### config.mk
export PLATFORM = sky130hd
export DESIGN_NAME = gpio_fixdir_regs
export DESIGN_NICKNAME = d
export VERILOG_FILES = /design/src/rtl/gpio_fixdir_pkg.sv /design/src/rtl/gpio_bit_ff.sv /design/src/rtl/gpio_io_decode.sv /design/src/rtl/gpio_in_stage.sv /design/src/rtl/gpio_fixdir_regs.sv
export SDC_FILE = /design/constraint.sdc
export NUM_CORES = 1
export LEC_CHECK = 0
export ABC_AREA = 1
export BUFFER_PORTS_ARGS = -buffer_cell sky130_fd_sc_hd__buf_4
export CAP_MARGIN = 20
export CORE_MARGIN = 8
export CORE_UTILIZATION = 45
export CTS_CLUSTER_DIAMETER = 60
export DETAILED_ROUTE_END_ITERATION = 7
export GPL_TIMING_DRIVEN = 0
export PLACE_DENSITY = 0.8
export SLEW_MARGIN = 20
export SYNTH_ARGS = -nofsm -noshare
export SYNTH_HDL_FRONTEND = slang
export SYNTH_SLANG_ARGS = --single-unit
### constraint.sdc
create_clock -name clk -period 2 [get_ports clk]
set_input_delay 0 -clock clk [delete_from_list [all_inputs] [get_ports clk]]
set_output_delay 0 -clock clk [all_outputs]
set_load 0.1 [all_outputs]
### src/rtl/gpio_fixdir_pkg.sv
package gpio_fixdir_pkg;
  localparam int WIN_BYTES = 64;
  localparam logic [5:0] OFF_USE = 6'h00;
  localparam logic [5:0] OFF_INV = 6'h04;
  localparam logic [5:0] OFF_STS = 6'h08;
  localparam logic [5:0] OFF_LVL = 6'h0C;
endpackage

### src/rtl/gpio_bit_ff.sv
module gpio_bit_ff (
  input  logic clk,
  input  logic rst_n,
  input  logic en,
  input  logic d,
  output logic q
);
  always_ff @(posedge clk or negedge rst_n) begin
    if (!rst_n) q <= 1'b0;
    else if (en) q <= d;
  end
endmodule

### src/rtl/gpio_io_decode.sv
module gpio_io_decode
  import gpio_fixdir_pkg::*;
#(
  parameter int ADDR_W = 16,
  parameter logic [ADDR_W-1:0] BASE_RST = 16'h0480
) (
  input  logic              clk,
  input  logic              rst_n,
  input  logic              cfg_we,
  input  logic [ADDR_W-1:0] cfg_wdata,
  input  logic [ADDR_W-1:0] io_addr,
  output logic [ADDR_W-1:0] base_q,
  output logic              sel_use,
  output logic              sel_inv,
  output logic              sel_sts,
  output logic              sel_lvl
);
  localparam int WIN_LSB = $clog2(WIN_BYTES);
  localparam int HI_W    = ADDR_W - WIN_LSB;

  logic [HI_W-1:0]    base_hi, base_hi_n;
  logic [WIN_LSB-1:0] off;
  logic               in_win;
  logic               unused_lo;

  always_comb begin
    base_hi_n = base_hi;
    if (cfg_we) base_hi_n = cfg_wdata[ADDR_W-1:WIN_LSB];
  end

  always_ff @(posedge clk or negedge rst_n) begin
    if (!rst_n) base_hi <= BASE_RST[ADDR_W-1:WIN_LSB];
    else if (cfg_we) base_hi <= base_hi_n;
  end

  assign unused_lo = ^cfg_wdata[WIN_LSB-1:0];
  assign base_q    = {base_hi, {WIN_LSB{1'b0}}};
  assign in_win    = (io_addr[ADDR_W-1:WIN_LSB] == base_hi);
  assign off       = io_addr[WIN_LSB-1:0];
  assign sel_use   = in_win && (off == OFF_USE);
  assign sel_inv   = in_win && (off == OFF_INV);
  assign sel_sts   = in_win && (off == OFF_STS);
  assign sel_lvl   = in_win && (off == OFF_LVL);
endmodule

### src/rtl/gpio_in_stage.sv
module gpio_in_stage #(
  parameter int NPINS = 20,
  parameter logic [NPINS-1:0] IN_MASK  = 20'h039DB,
  parameter logic [NPINS-1:0] RSM_MASK = 20'h03900
) (
  input  logic             clk,
  input  logic             rst_core_n,
  input  logic             rst_rsm_n,
  input  logic [NPINS-1:0] pad,
  input  logic [NPINS-1:0] inv_q,
  input  logic [NPINS-1:0] use_q,
  input  logic [NPINS-1:0] clr_v,
  output logic [NPINS-1:0] sts_q,
  output logic [NPINS-1:0] act_v
);
  logic [NPINS-1:0] s1_q, s2_q, set_v, sts_n, sts_en;

  always_comb begin
    act_v  = s2_q ^ inv_q;
    set_v  = act_v & ~use_q & IN_MASK;
    sts_n  = ((sts_q & ~clr_v) | set_v) & ~use_q & IN_MASK;
    sts_en = set_v | clr_v | use_q;
  end

  for (genvar g = 0; g < NPINS; g++) begin : g_bit
    gpio_bit_ff u_s1 (.clk(clk), .rst_n(RSM_MASK[g] ? rst_rsm_n : rst_core_n),
                      .en(1'b1), .d(pad[g] & IN_MASK[g]), .q(s1_q[g]));
    gpio_bit_ff u_s2 (.clk(clk), .rst_n(RSM_MASK[g] ? rst_rsm_n : rst_core_n),
                      .en(1'b1), .d(s1_q[g]), .q(s2_q[g]));
    gpio_bit_ff u_st (.clk(clk), .rst_n(RSM_MASK[g] ? rst_rsm_n : rst_core_n),
                      .en(sts_en[g]), .d(sts_n[g]), .q(sts_q[g]));
  end
endmodule

### src/rtl/gpio_fixdir_regs.sv
module gpio_fixdir_regs
  import gpio_fixdir_pkg::*;
#(
  parameter int NPINS  = 20,
  parameter int ADDR_W = 16,
  parameter int REG_W  = 32,
  parameter logic [ADDR_W-1:0] BASE_RST = 16'h0480,
  parameter logic [NPINS-1:0] IN_MASK  = 20'h039DB,
  parameter logic [NPINS-1:0] OUT_MASK = 20'hF0000,
  parameter logic [NPINS-1:0] USE_MASK = 20'h0081B,
  parameter logic [NPINS-1:0] RSM_MASK = 20'h03900,
  parameter int NPAIR    = 2,
  parameter int REQ_BASE = 0,
  parameter int GNT_BASE = 16
) (
  input  logic              clk,
  input  logic              rst_core_n,
  input  logic              rst_rsm_n,
  input  logic              cfg_base_we,
  input  logic [ADDR_W-1:0] cfg_base_wdata,
  input  logic [ADDR_W-1:0] io_addr,
  input  logic              io_wr,
  input  logic [REG_W-1:0]  io_wdata,
  output logic [REG_W-1:0]  io_rdata,
  input  logic [NPINS-1:0]  gpi_pad,
  output logic [NPINS-1:0]  gpo_pad,
  output logic [NPINS-1:0]  nat_in,
  input  logic [NPAIR-1:0]  nat_gnt
);
  localparam int PAD_W = REG_W - NPINS;

  logic [ADDR_W-1:0] base_q;
  logic sel_use, sel_inv, sel_sts, sel_lvl;
  logic we_use, we_inv, we_lvl;
  logic [NPINS-1:0] wd_v, use_d, inv_d, lvl_d, clr_v;
  logic [NPINS-1:0] use_q, inv_q, lvl_q, sts_q, act_v;
  logic [NPINS-1:0] claim_o, gnt_v, rd_vec;
  logic             rd_hit;
  logic             unused_w;

  gpio_io_decode #(.ADDR_W(ADDR_W), .BASE_RST(BASE_RST)) u_dec (
    .clk(clk), .rst_n(rst_core_n), .cfg_we(cfg_base_we), .cfg_wdata(cfg_base_wdata),
    .io_addr(io_addr), .base_q(base_q), .sel_use(sel_use), .sel_inv(sel_inv),
    .sel_sts(sel_sts), .sel_lvl(sel_lvl)
  );

  always_comb begin
    wd_v   = io_wdata[NPINS-1:0];
    we_use = io_wr & sel_use;
    we_inv = io_wr & sel_inv;
    we_lvl = io_wr & sel_lvl;
    use_d  = wd_v & USE_MASK;
    inv_d  = wd_v & IN_MASK;
    lvl_d  = wd_v & OUT_MASK;
    clr_v  = (io_wr & sel_sts) ? (wd_v & IN_MASK) : '0;
  end

  assign unused_w = ^{io_wdata[REG_W-1:NPINS], wd_v & ~(IN_MASK | OUT_MASK | USE_MASK)};

  for (genvar g = 0; g < NPINS; g++) begin : g_reg
    gpio_bit_ff u_use (.clk(clk), .rst_n(RSM_MASK[g] ? rst_rsm_n : rst_core_n),
                       .en(we_use), .d(use_d[g]), .q(use_q[g]));
    gpio_bit_ff u_inv (.clk(clk), .rst_n(RSM_MASK[g] ? rst_rsm_n : rst_core_n),
                       .en(we_inv), .d(inv_d[g]), .q(inv_q[g]));
    gpio_bit_ff u_lvl (.clk(clk), .rst_n(RSM_MASK[g] ? rst_rsm_n : rst_core_n),
                       .en(we_lvl), .d(lvl_d[g]), .q(lvl_q[g]));
  end

  gpio_in_stage #(.NPINS(NPINS), .IN_MASK(IN_MASK), .RSM_MASK(RSM_MASK)) u_in (
    .clk(clk), .rst_core_n(rst_core_n), .rst_rsm_n(rst_rsm_n), .pad(gpi_pad),
    .inv_q(inv_q), .use_q(use_q), .clr_v(clr_v), .sts_q(sts_q), .act_v(act_v)
  );

  always_comb begin
    claim_o = '0;
    gnt_v   = '0;
    for (int p = 0; p < NPAIR; p++) begin
      claim_o[GNT_BASE+p] = use_q[REQ_BASE+p];
      gnt_v[GNT_BASE+p]   = nat_gnt[p];
    end
  end

  assign gpo_pad = OUT_MASK & ((claim_o & gnt_v) | (~claim_o & lvl_q));
  assign nat_in  = gpi_pad & use_q & IN_MASK;

  always_comb begin
    rd_hit = 1'b1;
    rd_vec = '0;
    if (sel_use)      rd_vec = use_q;
    else if (sel_inv) rd_vec = inv_q;
    else if (sel_sts) rd_vec = sts_q;
    else if (sel_lvl) rd_vec = lvl_q;
    else              rd_hit = 1'b0;
  end

  assign io_rdata = rd_hit ? {{PAD_W{1'b0}}, rd_vec} : {REG_W{1'b1}};
endmodule

* Word-level counts from Yosys, hierarchy flattened *
Cells that the tools add are included.

word-level totals
  bits of input ports = 91
  bits in registers = 59

operators by class
  bitwise operators = 18
  muxes and demuxes = 10
  reductions and logical operators = 5
  eq/ne operators = 4

operator list
  operator                                       count
  2-to-1 mux 20 bit                              4
  bitwise AND 14 bit                             3
  2-to-1 mux 32 bit                              1
  bitwise OR 14 bit                              2
  bitwise AND 20 bit                             1
  NOT 18 -> 20 bit                               1
  bitwise OR 18 x 20 -> 20 bit                   1
  bitwise AND 18 bit                             1
  bitwise AND 14 x 12 -> 14 bit                  1
  2-to-1 mux 14 bit                              1
  NOT 12 -> 14 bit                               1
  NOT 14 bit                                     1
  bitwise OR 14 x 12 -> 14 bit                   1
  bitwise XOR 14 bit                             1
  == test 6 x 4 -> 1 bit, second input constant  2
  == test 10 bit                                 1
  == test 6 x 3 -> 1 bit, second input constant  1
  logical NOT 6 bit                              1
  bitwise AND 1 bit                              4
  logical AND 1 bit                              4
  2-to-1 mux 1 bit                               4

* Logic depth before layout (Yosys ltp) *
  word-level depth = 8
  depth in mapped cells = 11

* Hierarchy *
Synthesis repeated with hierarchy kept, for this count alone.

unflattened totals
  cell total of the unflattened synthesis = 1143
  area total of the unflattened synthesis = 7776.2 µm²

modules (own cells, without submodules)
  module            sequential area each (µm²)  area an instance (µm²)  instances  cells each
  gpio_bit_ff       25.0                        40.0                    120        5
  gpio_fixdir_regs  0.0                         1443.9                  1          293
  gpio_in_stage     0.0                         795.8                   1          142
  gpio_io_decode    252.7                       732.0                   1          108

* Worst setup path after synthesis *
Ideal clock, no wire load.

  path type = flip-flop to output port
  start = register u_dec.base_hi[1]
  end = output port io_rdata[16]
  data arrival time = 3.353 ns
  stages on the path, launching flop included = 9
  path slack = -1.353 ns
  path buffers = 0
  cells stage by stage = dfstp_2 -> inv_1 -> nand2_1 -> nand2_1 -> nor2_1 -> nand3_2 -> nor2_4 -> nand3_1 -> o21ai_0

on the way
  cells in the longest elaborated chain, start to end = 7
  elaborated cells on any way between the ends = 14

ends and longest elaborated chain
  what                                                   RTL line                source
  start: declaration                                     gpio_io_decode.sv:21    logic [HI_W-1:0] base_hi, base_hi_n;
  start signal: assignment                               gpio_io_decode.sv:32    if (!rst_n) base_hi <= BASE_RST[ADDR_W-1:WIN_LSB];
  start signal: assignment                               gpio_io_decode.sv:33    else if (cfg_we) base_hi <= base_hi_n;
  == test 10 bit *                                       gpio_io_decode.sv:38    assign in_win = (io_addr[ADDR_W-1:WIN_LSB] == base_hi);
  logical AND 1 bit                                      gpio_io_decode.sv:43    assign sel_lvl = in_win && (off == OFF_LVL);
  2-to-1 mux 20 bit or 2-to-1 mux 1 bit (tied branches)  gpio_fixdir_regs.sv:92  else if (sel_lvl) rd_vec = lvl_q;
  2-to-1 mux 20 bit or 2-to-1 mux 1 bit (tied branches)  gpio_fixdir_regs.sv:91  else if (sel_sts) rd_vec = sts_q;
  2-to-1 mux 20 bit or 2-to-1 mux 1 bit (tied branches)  gpio_fixdir_regs.sv:90  else if (sel_inv) rd_vec = inv_q;
  2-to-1 mux 20 bit or 2-to-1 mux 1 bit (tied branches)  gpio_fixdir_regs.sv:89  if (sel_use) rd_vec = use_q;
  2-to-1 mux 32 bit *                                    gpio_fixdir_regs.sv:96  assign io_rdata = rd_hit ? {{PAD_W{1'b0}}, rd_vec} : {REG_W{1'b1}};
  end: declaration                                       gpio_fixdir_regs.sv:24  output logic [REG_W-1:0] io_rdata,

Every way passes the cells marked *; elsewhere a longest branch is shown, timed or not.

* Final worst setup path *
  start = register u_dec.base_hi[1]
  end = output port io_rdata[0]

on the way
  cells in the longest elaborated chain, start to end = 7
  elaborated cells on any way between the ends = 13

ends and longest elaborated chain
  what                 RTL line
  == test 10 bit *     gpio_io_decode.sv:38
  logical AND 1 bit    gpio_io_decode.sv:43
  2-to-1 mux 1 bit     gpio_fixdir_regs.sv:92
  2-to-1 mux 1 bit     gpio_fixdir_regs.sv:91
  2-to-1 mux 1 bit     gpio_fixdir_regs.sv:90
  2-to-1 mux 1 bit     gpio_fixdir_regs.sv:89
  2-to-1 mux 32 bit *  gpio_fixdir_regs.sv:96

Marked as above.

==> results.json <==
{
  "fin_crit_ns": 2.32,
  "drt-initial-drc-count": 177,
  "finalSetupViolations": 32,
  "synthesis.area_sq_um": 3030,
  "gp_congestion": 0.780,
  "pre_cts_slack_ns": -0.498,
  "worstPathMaxFanout": 5,
  "p_leak_nw": 2.61,
  "relSlewSlack_pct": 45.9,
  "period_share_pct": 116,
  "detailed_place_hpwl_microns": 5840,
  "arrival_ns": 2.32,
  "syn_to_final_growth_pct": 69.8,
  "grt_start_max_net_pins": 43,
  "clock_latency_ns": 0.34,
  "cts.sinks": 59,
  "highest_layer": "met4",
  "pin_count": 163,
  "met2_length_microns": 5010,
  "layout.cells.non_filler": 625,
  "core_sq_um": 6640,
  "power_frac_comb_pct": 20.2,
  "core.rowCount": 30,
  "r2r_start": "u_dec.base_hi[1]",
  "io_buffers": 96,
  "initial_utilization_pct": 45.6,
  "worstReg2RegEnd": "g_reg[8].u_inv.q",
  "power_frac_clock_pct": 36.5,
  "slew_violations": 0,
  "layout.nets": 631,
  "path_clk_slew_ns": 0.08,
  "via_count": 3014,
  "min_path_cells": 4,
  "intPower_mw": 2.01,
  "cpPeakStageDelay_ns": 0.54,
  "root_buffer": "clkbuf_8",
  "dr.pass1.iters": 5,
  "via_per_inst": 4.82,
  "grt_usage_pct": 18.5,
  "cts_tree": "done",
  "sw_frac_of_total_pct": 31.0,
  "synth.distinct_cells": 27,
  "dp.cells": 563,
  "ys_seq_area_share_pct": 48.8,
  "power_density_nw_per_um2": 566,
  "cpMostUsedCell": "nand2_1",
  "seq_power_share_pct": 43.2,
  "violations": "setup timing",
  "worst_pin_slew_ns": 0.804,
  "cp_slowest_cell": "dfstp_2",
  "startpoint": "u_dec.base_hi[1]",
  "globalRoute.totalOverflow": 0,
  "wirelength_met1_microns": 3550,
  "postRouteAntennaNets": 0,
  "grt_pass1_wl_microns": 14200,
  "cts_buffer_depth": 2,
  "net-switching-power_mw": 0.903,
  "skew_ns": 0.0125,
  "maxCapViolations": 0,
  "yosysWarnings": 0,
  "yosys_register_bits": 59,
  "die_h_microns": 98.0,
  "drive_above_1_share_pct": 38.2,
  "synthCells": 357,
  "hold_violations": 0,
  "whs_endpoint": "u_in.g_bit[1].u_st.q",
  "cts_made_buffers": 9,
  "routedWlPerCell_microns": 15.4,
  "worst_ep_required_time_ns": 2.00,
  "post-route-drc-count": 0,
  "fmax_mhz": 431,
  "rsz0062_at_grt": "true",
  "avgSynthCellArea_sq_um": 8.49,
  "routed_wl_microns": 9640,
  "design.die.area_sq_um": 9610,
  "ff2ff_path_depth": 11,
  "regToRegSetupSlack_ns": 0.05,
  "antenna_found_initial": 0,
  "min_path_type": "primary input to flip-flop",
  "die_x_microns": 98.0,
  "path_delay_family": "simple AND/OR/NAND/NOR gates",
  "min-delay-start": "io_wr",
  "vdd_drop_max_v": 0.000851,
  "worst_setup_path_start_kind": "flip-flop",
  "grt_pass1_vias": 3035,
  "endpoint_kind": "primary output",
  "layout_setup_ws_ns": -0.323,
  "crit_chain": "inv_2 -> nand2_1 -> nand2_1 -> nor2_1 -> nand3_2 -> nor2_4 -> buf_4 -> buf_6 -> nand2_4 -> clkinvlp_4 -> nand2_1 -> nand4_1 -> buf_6",
  "htree_levels": 3,
  "critical_path_buf_inv_count": 5,
  "wl_met3_microns": 871,
  "status": "complete, but fails checks",
  "critPathKind": "flip-flop to primary output",
  "insertedDiodeCount": 0
}
## synth_stat cells
library cell    n  area share [%]
nand2_1       118              15
dfrtp_1        57              47
buf_4          51              13
inv_1          31             3.8
o21ai_0        25             4.1
nand3_1        12             2.0
nand4_1        11             2.3
xnor2_1        10             2.9
nor2_1          6            0.74
a21oi_1         5            0.83
clkbuf_1        5            0.62
nor2_4          4             1.5
mux2_2          3             1.1
xor2_1          3            0.87
clkinv_1        2            0.25
dfstp_2         2             1.7
o21ai_1         2            0.33
buf_6           1            0.37
conb_1          1            0.12
inv_2           1            0.12
nand2_2         1            0.21
nand3_2         1            0.33
nor2_2          1            0.21
nor3_1          1            0.17
nor3_4          1            0.54
nor4_1          1            0.21
or2_4           1            0.29
## final cells by class
type,instances,area (sq um)
clock buffer,10,128
clock inverter,6,66.3
timing repair buffer,140,1540
timing repair inverter,2,18.8
inverter,34,140
buffer,57,424
sequential,59,1480
fill,401,1500
tap,80,100
multi-input combinational,237,1250
## what timing repair did
action | in CTS | in global routing
setup endpoints to repair | 36 | 47
endpoints found under the hold margin | 105 | 0
gates resized for setup | 80 | 49
cloned | 0 | 2
buffers inserted | 7 | 2
hold buffers | 36 | 0
pin swaps | 2 | 1
## through the flow
stage	cell area (sq um)	utilization [%]	power [mW]	setup TNS (ns)	hold WS, ns
floorplan	3170	-	1.66	-12.93	-0.296
global placement	3990	60.1	1.79	-9.77	-0.130
detailed placement	3990	60.1	1.80	-10.57	-0.129
CTS	4960	74.6	2.90	-10.41	0.00100
global route	5140	77.4	3.02	-11.88	0.0159
finish	5140	77.4	2.91	-9.01	0.00966
## state kept, by name, indices dropped and copies added, names as in the netlist
register and count:
g.u_inv.q 10, u_in.g_bit.u_s2.q 10, u_in.g_bit.u_st.q 10, g.u_lvl.q 4, u_dec.base_hi 10, u_in.g_bit.u_s1.q 10
g.u_use.q 5
## metal layers
metal | up-vias | GRT usage (%)
li1 | 1403 | -
met1 | 1420 | 19.9
met2 | 166 | 32.2
met3 | 25 | 6.40
met4 | 0 | 7.67
met5 | - | 0
## worst reg2reg max path: stages, from the launching register on
cell     delay [ns]
dfstp_2        0.54
inv_2          0.03
nand2_1        0.04
nand2_1        0.05
nor2_1         0.10
nand3_2        0.10
nor2_4         0.18
buf_4          0.20
nand2_8        0.10
buf_4          0.22
o21ai_0        0.18
nand2_1        0.09
## cell usage in the layout (no fill, tap or decap), types with 3 or more instances in the layout
cell type	Yosys	layout
dlygate4sd3_1	0	36
clkbuf_8	0	9
nand2_1	118	115
buf_12	0	29
nor2_4	4	5
conb_1	1	31
inv_1	31	28
dfrtp_1	57	57
o21ai_1	2	6
nand4_1	11	11
mux2_2	3	3
a21oi_1	5	5
inv_2	1	3
nand3_4	0	3
nand3_2	1	4
xor2_1	3	3
o21ai_0	25	17
xnor2_1	10	10
buf_8	0	3
clkinvlp_4	0	6
nand3_1	12	6
clkbuf_1	5	5
o21ai_4	0	3
buf_6	1	7
buf_4	51	118
nor2_1	6	5
## cells by family after synthesis
kind of cell,share of synthesized area (%)
buffers and inverters,17.8
AOI/OAI and AO/OA,5.29
other,0.124
xor gates and xnor gates,3.76
DFF,48.8
muxes,1.12
and+or+nand+nor,23.0
## power groups by stage
| stage | combinational, mW | clock (mW) | sequential [mW] |
|---|---|---|---|
| 5_1_grt | 0.624 | 1.14 | 1.26 |
| 3_5_place_dp | 0.518 | 0 | 1.28 |
| 3_3_place_gp | 0.512 | 0 | 1.28 |
| 6_report | 0.589 | 1.06 | 1.26 |
| 2_1_floorplan | 0.386 | 0 | 1.27 |
| 4_1_cts | 0.577 | 1.07 | 1.26 |
## worst max path at each step
| stage | endpoint | slack [ns] | cells past startpoint |
|---|---|---|---|
| 2_1_floorplan | io_rdata[10] | -0.51 | 11 |
| 6_report | io_rdata[0] | -0.32 | 13 |
| 4_1_cts | io_rdata[10] | -0.36 | 13 |
| 5_1_grt | io_rdata[22] | -0.42 | 13 |
| 3_5_place_dp | io_rdata[10] | -0.50 | 12 |
| 3_3_place_gp | io_rdata[28] | -0.47 | 12 |
(Power assumes the default switching activity.)
